==> src/rtl/fpadd_pkg.sv <==
package fpadd_pkg;
  parameter int EXP_W  = 8;
  parameter int MAN_W  = 23;
  localparam int WORD_W  = 1 + EXP_W + MAN_W;
  localparam int SIG_W   = MAN_W + 1;
  localparam int GRS_W   = 3;
  localparam int EXT_W   = SIG_W + GRS_W;
  localparam int SUM_W   = EXT_W + 1;
  localparam int SEXP_W  = EXP_W + 2;
  localparam int LZ_W    = $clog2(EXT_W) + 1;
  localparam int EXP_TOP = (1 << EXP_W) - 1;

  typedef struct packed {
    logic             sign;
    logic [EXP_W-1:0] exp;
    logic [SIG_W-1:0] sig;
    logic             zero;
    logic             inf;
    logic             nan;
  } fp_unp_t;

  typedef enum logic [2:0] {
    ST_IDLE,
    ST_ALIGN,
    ST_ADD,
    ST_NORM,
    ST_ROUND
  } stage_e;

  function automatic logic [WORD_W-1:0] quiet_nan();
    return {1'b0, {EXP_W{1'b1}}, 1'b1, {(MAN_W-1){1'b0}}};
  endfunction

  function automatic logic [WORD_W-1:0] signed_inf(input logic s);
    return {s, {EXP_W{1'b1}}, {MAN_W{1'b0}}};
  endfunction
endpackage

==> src/rtl/fpadd_unpack.sv <==
module fpadd_unpack
  import fpadd_pkg::*;
(
  input  logic [WORD_W-1:0] word_i,
  input  logic              neg_i,
  output fp_unp_t           unp_o
);
  logic [EXP_W-1:0] e_fld;
  logic [MAN_W-1:0] f_fld;

  always_comb begin
    e_fld      = word_i[WORD_W-2:MAN_W];
    f_fld      = word_i[MAN_W-1:0];
    unp_o.sign = word_i[WORD_W-1] ^ neg_i;
    unp_o.zero = (e_fld == '0);
    unp_o.inf  = (e_fld == '1) && (f_fld == '0);
    unp_o.nan  = (e_fld == '1) && (f_fld != '0);
    unp_o.exp  = unp_o.zero ? '0 : e_fld;
    unp_o.sig  = unp_o.zero ? '0 : {1'b1, f_fld};
  end
endmodule

==> src/rtl/fpadd_align.sv <==
module fpadd_align
  import fpadd_pkg::*;
(
  input  fp_unp_t           a_i,
  input  fp_unp_t           b_i,
  output logic [EXT_W-1:0]  big_o,
  output logic [EXT_W-1:0]  small_o,
  output logic [EXP_W-1:0]  exp_o,
  output logic              sign_o,
  output logic              sub_o
);
  fp_unp_t          hi, lo;
  logic             a_ge;
  logic [EXP_W-1:0] diff, dsat;
  logic [EXT_W-1:0] lo_ext, kept, lost;

  always_comb begin
    a_ge    = {a_i.exp, a_i.sig} >= {b_i.exp, b_i.sig};
    hi      = a_ge ? a_i : b_i;
    lo      = a_ge ? b_i : a_i;
    diff    = hi.exp - lo.exp;
    dsat    = (diff > EXP_W'(EXT_W)) ? EXP_W'(EXT_W) : diff;
    lo_ext  = {lo.sig, {GRS_W{1'b0}}};
    kept    = lo_ext >> dsat;
    lost    = lo_ext & ~({EXT_W{1'b1}} << dsat);
    small_o = kept | {{(EXT_W-1){1'b0}}, |lost};
    big_o   = {hi.sig, {GRS_W{1'b0}}};
    exp_o   = hi.exp;
    sign_o  = hi.sign;
    sub_o   = a_i.sign ^ b_i.sign;
  end
endmodule

==> src/rtl/fpadd_norm.sv <==
module fpadd_norm
  import fpadd_pkg::*;
(
  input  logic [SUM_W-1:0]         sum_i,
  input  logic [EXP_W-1:0]         exp_i,
  output logic [EXT_W-1:0]         nm_o,
  output logic signed [SEXP_W-1:0] exp_o,
  output logic                     zero_o
);
  logic [LZ_W-1:0] lz;

  always_comb begin
    lz = '0;
    for (int i = 0; i < EXT_W; i++) begin
      if (sum_i[i]) lz = LZ_W'(EXT_W - 1 - i);
    end
    zero_o = (sum_i == '0);
    if (sum_i[SUM_W-1]) begin
      nm_o  = {sum_i[SUM_W-1:2], sum_i[1] | sum_i[0]};
      exp_o = $signed(SEXP_W'(exp_i)) + $signed(SEXP_W'(1));
    end else begin
      nm_o  = sum_i[EXT_W-1:0] << lz;
      exp_o = $signed(SEXP_W'(exp_i)) - $signed(SEXP_W'(lz));
    end
  end
endmodule

==> src/rtl/fpadd_round.sv <==
module fpadd_round
  import fpadd_pkg::*;
(
  input  logic [EXT_W-1:0]         nm_i,
  input  logic signed [SEXP_W-1:0] exp_i,
  input  logic                     zero_i,
  input  logic                     sign_i,
  output logic [WORD_W-1:0]        word_o,
  output logic                     ovf_o,
  output logic                     unf_o
);
  logic                     bump;
  logic [SIG_W:0]           rsum;
  logic [MAN_W-1:0]         frac;
  logic signed [SEXP_W-1:0] efin;

  always_comb begin
    bump = nm_i[GRS_W-1] & (nm_i[GRS_W] | (|nm_i[GRS_W-2:0]));
    rsum = {1'b0, nm_i[EXT_W-1:GRS_W]} + (SIG_W+1)'(bump);
    frac = rsum[SIG_W] ? rsum[SIG_W-1:1] : rsum[MAN_W-1:0];
    efin = exp_i + (rsum[SIG_W] ? $signed(SEXP_W'(1)) : $signed(SEXP_W'(0)));
    ovf_o = 1'b0;
    unf_o = 1'b0;
    if (zero_i) begin
      word_o = '0;
    end else if (efin >= $signed(SEXP_W'(EXP_TOP))) begin
      word_o = signed_inf(sign_i);
      ovf_o  = 1'b1;
    end else if (efin < $signed(SEXP_W'(1))) begin
      word_o = {sign_i, {(WORD_W-1){1'b0}}};
      unf_o  = 1'b1;
    end else begin
      word_o = {sign_i, efin[EXP_W-1:0], frac};
    end
  end
endmodule

==> src/rtl/fp32_addsub_mc.sv <==
module fp32_addsub_mc
  import fpadd_pkg::*;
(
  input  logic              clk,
  input  logic              rst,
  input  logic              start,
  input  logic [WORD_W-1:0] op_a,
  input  logic [WORD_W-1:0] op_b,
  input  logic              sub_sel,
  output logic [WORD_W-1:0] result,
  output logic              done,
  output logic              ovf_flag,
  output logic              unf_flag
);
  stage_e st;

  // operand decode, one unpacker per input word
  logic [WORD_W-1:0] in_word [2];
  logic              in_neg  [2];
  fp_unp_t           unp     [2];

  assign in_word[0] = op_a;
  assign in_word[1] = op_b;
  assign in_neg[0]  = 1'b0;
  assign in_neg[1]  = sub_sel;

  for (genvar gi = 0; gi < 2; gi++) begin : g_unp
    fpadd_unpack u_unp (.word_i(in_word[gi]), .neg_i(in_neg[gi]), .unp_o(unp[gi]));
  end

  // special operands bypass the datapath
  logic              spec_c;
  logic [WORD_W-1:0] spec_val_c;

  always_comb begin
    spec_c = unp[0].nan | unp[1].nan | unp[0].inf | unp[1].inf;
    if (unp[0].nan || unp[1].nan ||
        (unp[0].inf && unp[1].inf && (unp[0].sign != unp[1].sign)))
      spec_val_c = quiet_nan();
    else if (unp[0].inf)
      spec_val_c = signed_inf(unp[0].sign);
    else
      spec_val_c = signed_inf(unp[1].sign);
  end

  // stage registers
  fp_unp_t                  opa_q, opb_q;
  logic                     spec_q;
  logic [WORD_W-1:0]        spec_val_q;
  logic [EXT_W-1:0]         big_q, small_q;
  logic [EXP_W-1:0]         ebig_q;
  logic                     sgn_q, sub_q;
  logic [SUM_W-1:0]         sum_q;
  logic [EXT_W-1:0]         nm_q;
  logic signed [SEXP_W-1:0] en_q;
  logic                     nz_q;

  logic [EXT_W-1:0]         al_big, al_small;
  logic [EXP_W-1:0]         al_exp;
  logic                     al_sign, al_sub;
  logic [EXT_W-1:0]         nr_nm;
  logic signed [SEXP_W-1:0] nr_exp;
  logic                     nr_zero;
  logic [WORD_W-1:0]        rd_word;
  logic                     rd_ovf, rd_unf;

  fpadd_align u_align (
    .a_i(opa_q), .b_i(opb_q), .big_o(al_big), .small_o(al_small),
    .exp_o(al_exp), .sign_o(al_sign), .sub_o(al_sub)
  );

  fpadd_norm u_norm (
    .sum_i(sum_q), .exp_i(ebig_q), .nm_o(nr_nm), .exp_o(nr_exp), .zero_o(nr_zero)
  );

  fpadd_round u_round (
    .nm_i(nm_q), .exp_i(en_q), .zero_i(nz_q), .sign_i(sgn_q),
    .word_o(rd_word), .ovf_o(rd_ovf), .unf_o(rd_unf)
  );

  always_ff @(posedge clk) begin
    if (rst) begin
      st       <= ST_IDLE;
      done     <= 1'b0;
      result   <= '0;
      ovf_flag <= 1'b0;
      unf_flag <= 1'b0;
    end else begin
      done <= 1'b0;
      case (st)
        ST_IDLE: if (start) begin
          opa_q      <= unp[0];
          opb_q      <= unp[1];
          spec_q     <= spec_c;
          spec_val_q <= spec_val_c;
          st         <= ST_ALIGN;
        end
        ST_ALIGN: begin
          big_q   <= al_big;
          small_q <= al_small;
          ebig_q  <= al_exp;
          sgn_q   <= al_sign;
          sub_q   <= al_sub;
          st      <= ST_ADD;
        end
        ST_ADD: begin
          sum_q <= sub_q ? ({1'b0, big_q} - {1'b0, small_q})
                         : ({1'b0, big_q} + {1'b0, small_q});
          st    <= ST_NORM;
        end
        ST_NORM: begin
          nm_q <= nr_nm;
          en_q <= nr_exp;
          nz_q <= nr_zero;
          st   <= ST_ROUND;
        end
        ST_ROUND: begin
          result   <= spec_q ? spec_val_q : rd_word;
          ovf_flag <= !spec_q && rd_ovf;
          unf_flag <= !spec_q && rd_unf;
          done     <= 1'b1;
          st       <= ST_IDLE;
        end
        default: st <= ST_IDLE;
      endcase
    end
  end

  // completion is a single pulse issued only out of the rounding stage
  a_r10_done_single: assert property (@(posedge clk) disable iff (rst)
    done |=> !done);
  a_r10_done_from_round: assert property (@(posedge clk) disable iff (rst)
    $rose(done) |-> $past(st) == ST_ROUND);

  // alignment leaves the smaller operand no larger than the bigger one
  a_r3_align_order: assert property (@(posedge clk) disable iff (rst)
    (st == ST_ADD) |-> (small_q <= big_q));

  // the normalizer hands a leading one to the rounder
  a_r4_norm_lead: assert property (@(posedge clk) disable iff (rst)
    (st == ST_ROUND && !nz_q) |-> nm_q[EXT_W-1]);

  // overflow flag goes with an infinity
  a_r5_ovf_inf: assert property (@(posedge clk) disable iff (rst)
    (done && ovf_flag) |-> (result[WORD_W-2:0] == {{EXP_W{1'b1}}, {MAN_W{1'b0}}}));

  // underflow flag goes with a signed zero, never with overflow
  a_r6_unf_zero: assert property (@(posedge clk) disable iff (rst)
    (done && unf_flag) |-> (result[WORD_W-2:0] == '0));
  a_r6_flags_exclusive: assert property (@(posedge clk) disable iff (rst)
    !(ovf_flag && unf_flag));
endmodule

==> config.mk <==
export PLATFORM = sky130hd
export DESIGN_NAME = fp32_addsub_mc
export DESIGN_NICKNAME = d
export VERILOG_FILES = /design/src/rtl/fpadd_pkg.sv /design/src/rtl/fpadd_unpack.sv /design/src/rtl/fpadd_align.sv /design/src/rtl/fpadd_norm.sv /design/src/rtl/fpadd_round.sv /design/src/rtl/fp32_addsub_mc.sv
export SDC_FILE = /design/constraint.sdc
export NUM_CORES = 1
export LEC_CHECK = 0
export BUFFER_PORTS_ARGS = -buffer_cell sky130_fd_sc_hd__buf_4
export CAP_MARGIN = 40
export CORE_MARGIN = 2
export CORE_UTILIZATION = 50
export DETAILED_ROUTE_END_ITERATION = 7
export PLACE_DENSITY = 0.8
export SLEW_MARGIN = 20
export SYNTH_ARGS = -nofsm -noshare
export SYNTH_HDL_FRONTEND = slang
export SYNTH_SLANG_ARGS = --single-unit
==> constraint.sdc <==
create_clock -name clk -period 12.45 [get_ports clk]
set_input_delay 0.6225 -clock clk [delete_from_list [all_inputs] [get_ports clk]]
set_output_delay 0.6225 -clock clk [all_outputs]
set_load 0.005 [all_outputs]
==> impl_metrics.env, run 1 <==
export IMPL_postCtsSetupRepairBufs=0
export IMPL_max_vdd_ir_drop_uv=108
export IMPL_drt_wl_total_um=43400
export IMPL_async_reset_ff_share_pct=0
export IMPL_rsz0062_at_grt="no"
export IMPL_p_per_area_nw_per_um2=120
export IMPL_clk_latency_ns=0.58
export IMPL_status="completed"
export IMPL_synth_ff_type="edfxtp_1"
export IMPL_fmax_mhz=166
export IMPL_r2r_slack_ns=6.42
export IMPL_drtPass1Iterations=6
export IMPL_fin_crit_sh_pct=48.4
export IMPL_yosysWarnings=0
export IMPL_cts_tree="built"
export IMPL_end_kind="register"
export IMPL_slew_headroom_pct=28.3
export IMPL_layout_drive_gt1_share_pct=11.0
export IMPL_diodes=0
export IMPL_grt_ovfl_total=0
export IMPL_ctsHoldBuffers=0
export IMPL_initial_core_util_pct=50.6
export IMPL_hpwl_um=33400
export IMPL_ys_top_cells_by_count="nand2_1, edfxtp_1, nor2_1"
export IMPL_fin_util_pct=57.2
export IMPL_fin_crit_ns=6.03
export IMPL_instances_no_fill=2361
export IMPL_whs_ns=0.263
export IMPL_worstPathMaxFanout=37
export IMPL_reg2reg_from="opa_q[33]$_SDFFCE_PN0P_"
export IMPL_cp_start_kind="register"
export IMPL_min_to="opb_q[30]$_SDFFCE_PN0P_"
export IMPL_synth_avg_cell_area_um2=8.91
export IMPL_rows=66
export IMPL_fin_tns_setup_ns=0
export IMPL_dp_cells=2307
export IMPL_synth_nets=2000
export IMPL_synth_top_area_share_pct=35.9
export IMPL_grt_pass1_wl_um=68600
export IMPL_syn2layout_area_growth_pct=13.0
export IMPL_antenna_found_initial=1
export IMPL_synth_edf_count=196
export IMPL_cts_buffers_inserted=28
export IMPL_io_pins=103
export IMPL_syn_inst=1839
export IMPL_final_nets=2060
export IMPL_first_global_vias=13100
export IMPL_synth_most_common_cell="nand2_1"
export IMPL_io_buffers=102
export IMPL_power_leakage_nw=7.28
export IMPL_core_um2=32400
export IMPL_fin_skew_ns=0.0327
export IMPL_place_congestion=0.949
export IMPL_drt_iter0_drc=1410
export IMPL_die_x_um=185
export IMPL_hp_class="in2reg"
export IMPL_hold_start="op_b[26]"
export IMPL_synth_seq_cells=234
export IMPL_drv_cap=0
export IMPL_hold_violations=0
export IMPL_drv_slew=0
export IMPL_cts_root_buf="clkbuf_16"
export IMPL_dieArea_um2=34200
export IMPL_synth_seq_area_share_pct=40.6
export IMPL_synth_area_leaders="edfxtp_1, ha_1, nand2_1"
export IMPL_yosys_cell_types_count=81
export IMPL_drc=0
export IMPL_path_class="reg2reg"
export IMPL_final_cell_area_um2=18500
export IMPL_num_vias=14100
export IMPL_ant_nets=0
export IMPL_whs_path_depth=1
export IMPL_vias_per_cell=5.99
export IMPL_synthesis_area_um2=16400
export IMPL_reg2reg_to="small_q[0]$_DFFE_PP_"
export IMPL_setup_viol=0
export IMPL_path_clk_slew_ns=0.06
export IMPL_postPlaceCellArea_um2=17500
export IMPL_die_h_um=185
export IMPL_cts_resized=0
export IMPL_wl_per_cell_um=18.4
export IMPL_clock_sinks=234
export IMPL_worst_pin_slew_ns=1.08
export IMPL_required_ns=12.77
export IMPL_grt_usage_pct=25.0
export IMPL_reg2reg_depth=20
export IMPL_arrival_ns=6.34
export IMPL_synth_largest_area_cell="edfxtp_1"
export IMPL_grt_max_degree=92
export IMPL_clockBufferDepth=3
export IMPL_cts_htree_levels=1
## state kept, by name (all words and copies together), names as in the netlist
name	count
sgn_q	1
en_q	10
big_q	24
done	1
ovf_flag	1
opb_q	33
small_q	27
ebig_q	8
st	3
opa_q	33
nm_q	27
nz_q	1
sub_q	1
result	32
spec_q	1
unf_flag	1
sum_q	28
spec_val_q	2
## critical path, stage by stage (launching register included)
cell	delay, ns
edfxtp_1	0.44
ha_1	0.48
nand4_1	0.19
or4_1	0.68
nor3_1	0.42
nor2_2	0.05
buf_4	0.25
nor2_1	0.14
a21oi_1	0.05
ha_1	0.21
nor2_1	0.15
a21oi_1	0.12
o32ai_2	0.34
xnor2_1	0.11
clkbuf_4	0.19
or4_1	0.77
o32ai_1	0.38
nand4_1	0.12
o31ai_1	0.24
o211ai_1	0.14
a221o_1	0.30
## cell usage in the layout, fill, tap and decap left out, types with 28 or more instances in the layout
cell type and n:
buf_4 117, nor4_1 29, a21oi_1 145, xnor2_1 41, clkbuf_16 28, edfxtp_1 196
inv_1 108, nor3_1 65, nand3_1 54, nand2_1 204, dfxtp_1 38, and2_1 58
o21ai_0 131, nor2_1 150, mux2i_1 76, ha_1 91
## worst max path at each step
| stage | start | to | slack, ns | cells after the start |
|---|---|---|---|---|
| 3_3_place_gp | opa_q[29]$_SDFFCE_PN0P_ | small_q[0]$_DFFE_PP_ | 6.43 | 14 |
| 5_1_grt | opa_q[33]$_SDFFCE_PN0P_ | small_q[0]$_DFFE_PP_ | 6.01 | 20 |
| 4_1_cts | opa_q[27]$_SDFFCE_PN0P_ | small_q[0]$_DFFE_PP_ | 6.32 | 14 |
| 2_1_floorplan | opa_q[33]$_SDFFCE_PN0P_ | small_q[0]$_DFFE_PP_ | 7.02 | 22 |
| 3_5_place_dp | opa_q[27]$_SDFFCE_PN0P_ | small_q[0]$_DFFE_PP_ | 6.34 | 14 |
| 6_report | opa_q[33]$_SDFFCE_PN0P_ | small_q[0]$_DFFE_PP_ | 6.42 | 20 |
## per-stage QoR
step	power, mW	setup slack [ns]
6_report	2.22	6.42
5_1_grt	2.31	6.01
4_1_cts	2.22	6.32
3_5_place_dp	1.41	6.34
3_3_place_gp	1.40	6.43
2_1_floorplan	1.27	7.02
## where the power goes
part | switching, mW | leakage, nW | internal, mW
logic | 0.311 | 4.76 | 0.180
registers | 0.0273 | 2.09 | 0.894
clock network | 0.330 | 0.438 | 0.476
total | 0.668 | 7.28 | 1.55
## logic make-up (layout without fill, tap and decap cells)
| kind of cell | after synthesis | after routing | synth area share, % |
|---|---|---|---|
| AND/OR/NAND/NOR | 666 | 666 | 19.4 |
| AO/OA/AOI/OAI | 494 | 494 | 19.3 |
| flip-flops | 234 | 234 | 40.6 |
| buffers and inverters | 204 | 284 | 4.83 |
| adder cells (fa/ha/maj) | 93 | 93 | 7.20 |
| multiplexers | 84 | 84 | 5.26 |
| XOR/XNOR | 64 | 64 | 3.42 |
## per-layer routing
metal | part of all wire (%) | GRT usage (%) | wire, µm | up-vias
li1 | - | - | - | 6876
met1 | 43 | 33.3 | 18900 | 6690
met2 | 48 | 42.1 | 20800 | 493
met3 | 5.9 | 3.83 | 2580 | 83
met4 | 2.7 | 7.75 | 1180 | 2
met5 | 0.030 | 0 | 13 | -
## layout make-up
class	count	area, µm²
Clock inverter	19	204
Inverter	111	417
Multi-Input combinational cell	1401	9010
Clock buffer	31	712
Tap cell	442	553
Timing Repair Buffer	123	972
Sequential cell	234	6650
Fill cell	2928	13900
No activity file was read; power rests on OpenSTA's default activity.
==> inputs of run 2 (changes only) <==
- clock period: 12.45 -> 6 ns (I/O delays scaled with it)
==> run 2 against run 1 <==
Count of clock-buffer cells in the layout fell by 2. Clock power up 110%. Sequential cell count stayed put. Hold slack lost 0.23 ns. Critical endpoint unchanged. Via count rose by 0.58%. Global-route usage increased by 0.86 points. Die area unchanged. Utilization rose by 0.91 points. Total power rose by 110%.
==> impl_metrics.env, run 2 (synthesized netlist as in run 1, its figures left out) <==
export IMPL_antenna_found_initial=1
export IMPL_reg_top3="opa_q: 33 flops, opb_q: 33 flops, result: 32 flops"
export IMPL_grt_pass1_wl_um=70700
export IMPL_io_buffers=102
export IMPL_seq_area_um2=6650
export IMPL_layout_drive_gt1_share_pct=11.8
export IMPL_cts_buffers_inserted=27
export IMPL_p_seq_share_pct=40.8
export IMPL_fin_skew_ns=0.0162
export IMPL_drv_slew=0
export IMPL_place_congestion=0.936
export IMPL_postCtsSetupRepairBufs=0
export IMPL_die_x_um=185
export IMPL_core_um2=32400
export IMPL_die_h_um=185
export IMPL_max_vdd_ir_drop_uv=218
export IMPL_pwr_share_clk_pct=36.7
export IMPL_syn2layout_area_growth_pct=14.8
export IMPL_rows=66
export IMPL_switching_share_pct=29.8
export IMPL_end_kind="register"
export IMPL_path_class="reg2reg"
export IMPL_drv_cap=0
export IMPL_cp_start_kind="register"
export IMPL_cts_htree_levels=1
export IMPL_cts_tree="built"
export IMPL_layout_commonest_cell="nand2_1"
export IMPL_fin_crit_sh_pct=95.0
export IMPL_r2r_slack_ns=0.30
export IMPL_wl_per_cell_um=18.6
export IMPL_cts_root_buf="clkbuf_16"
export IMPL_power_leakage_nw=7.43
export IMPL_hpwl_um=34500
export IMPL_diodes=0
export IMPL_fin_util_pct=58.1
export IMPL_initial_core_util_pct=50.6
export IMPL_ant_nets=0
export IMPL_final_cell_mix="nand2_1, edfxtp_1, nor2_1, a21oi_1, buf_4"
export IMPL_hp_class="in2reg"
export IMPL_p_switching_mw=1.39
export IMPL_status="completed"
export IMPL_slew_headroom_pct=42.8
export IMPL_clockBufferDepth=3
export IMPL_grt_max_degree=83
export IMPL_combPwrFrac_pct=22.5
export IMPL_drt_iter0_drc=1208
export IMPL_hold_violations=0
export IMPL_rsz0062_at_grt="no"
export IMPL_fin_crit_ns=5.70
export IMPL_clk_latency_ns=0.55
export IMPL_clock_sinks=234
export IMPL_num_vias=14200
export IMPL_arrival_ns=5.99
export IMPL_io_pins=103
export IMPL_p_per_area_nw_per_um2=249
export IMPL_final_nets=2094
export IMPL_vias_per_cell=5.94
export IMPL_dieArea_um2=34200
export IMPL_p_int_mw=3.29
export IMPL_path_clk_slew_ns=0.06
export IMPL_required_ns=6.29
export IMPL_fmax_mhz=175
export IMPL_grt_ovfl_total=0
export IMPL_setup_viol=0
export IMPL_fillers=2829
export IMPL_drc=0
export IMPL_fin_tns_setup_ns=0
export IMPL_drt_wl_total_um=44600
export IMPL_worst_pin_slew_ns=0.849
export IMPL_grt_usage_pct=25.9
export IMPL_worstPathMaxFanout=8
export IMPL_power_mw=4.68
export IMPL_first_global_vias=13400
export IMPL_drtPass1Iterations=5
export IMPL_multiInputGateArea_um2=9000
-- run 2: cell type report --
type	instances	area share [%]
multi-input combinational	1401	47.8
sequential	234	35.3
timing repair buffer	158	6.74
clock buffer	29	3.63
tap	442	2.94
inverter	111	2.22
clock inverter	19	1.30
-- run 2: worst paths after layout --
kind	startpoint	endpoint	depth (start not counted)
worst max register to register	opa_q[31]$_SDFFCE_PN0P_	small_q[0]$_DFFE_PP_	18
worst max-delay path	opa_q[31]$_SDFFCE_PN0P_	small_q[0]$_DFFE_PP_	18
worst min register to register	result[10]$_SDFFE_PP0P_	result[10]$_SDFFE_PP0P_	2
worst min-delay path	start	st[0]$_SDFFE_PP0P_	3
-- run 2: what timing repair did --
item / in CTS / in global routing
gates resized for setup: 0 / 0
hold endpoints to repair: 17 / 0
hold buffers: 17 / 0
-- run 2: power by group through the flow --
| stage | sequential, mW | combinational (mW) | clock [mW] |
|---|---|---|---|
| after floorplan | 1.93 | 0.702 | 0 |
| after global placement | 1.94 | 1.00 | 0 |
| after detailed placement | 1.94 | 1.01 | 0 |
| after CTS | 1.91 | 1.03 | 1.74 |
| after global routing | 1.92 | 1.15 | 1.80 |
| final | 1.91 | 1.05 | 1.71 |
-- run 2: critical path, stage by stage, from the launching register on --
cell      delay, ns
edfxtp_1       0.43
ha_1           0.38
nand4_1        0.18
or4_1          0.68
nor3_1         0.39
nor2_2         0.08
nor2_1         0.11
a21oi_1        0.05
ha_1           0.20
nor2_1         0.14
a21oi_1        0.12
o32ai_2        0.35
xnor2_1        0.28
or4_1          0.77
o32ai_1        0.35
nand4_1        0.12
o31ai_1        0.34
o211ai_1       0.19
a221o_1        0.29
-- run 2: per-layer routing --
layer	vias to the layer above	wire, µm	global-route usage (%)
met5	-	0	0
met4	0	1160	7.08
met3	77	2230	2.06
met2	461	21900	45.2
met1	6742	19400	34.6
li1	6946	-	-
-- run 2: stage by stage --
step                      hold WS [ns]  area [µm²]  instances  setup slack, ns
after floorplan                  0.399       16400       1839            0.567
after global placement           0.443       17600       2323            0.250
after detailed placement         0.449       17700       2326            0.349
after CTS                       0.0192       18800       2391            0.366
after global routing            0.0403       18800       2394           0.0540
final                           0.0318       18800       2394            0.301
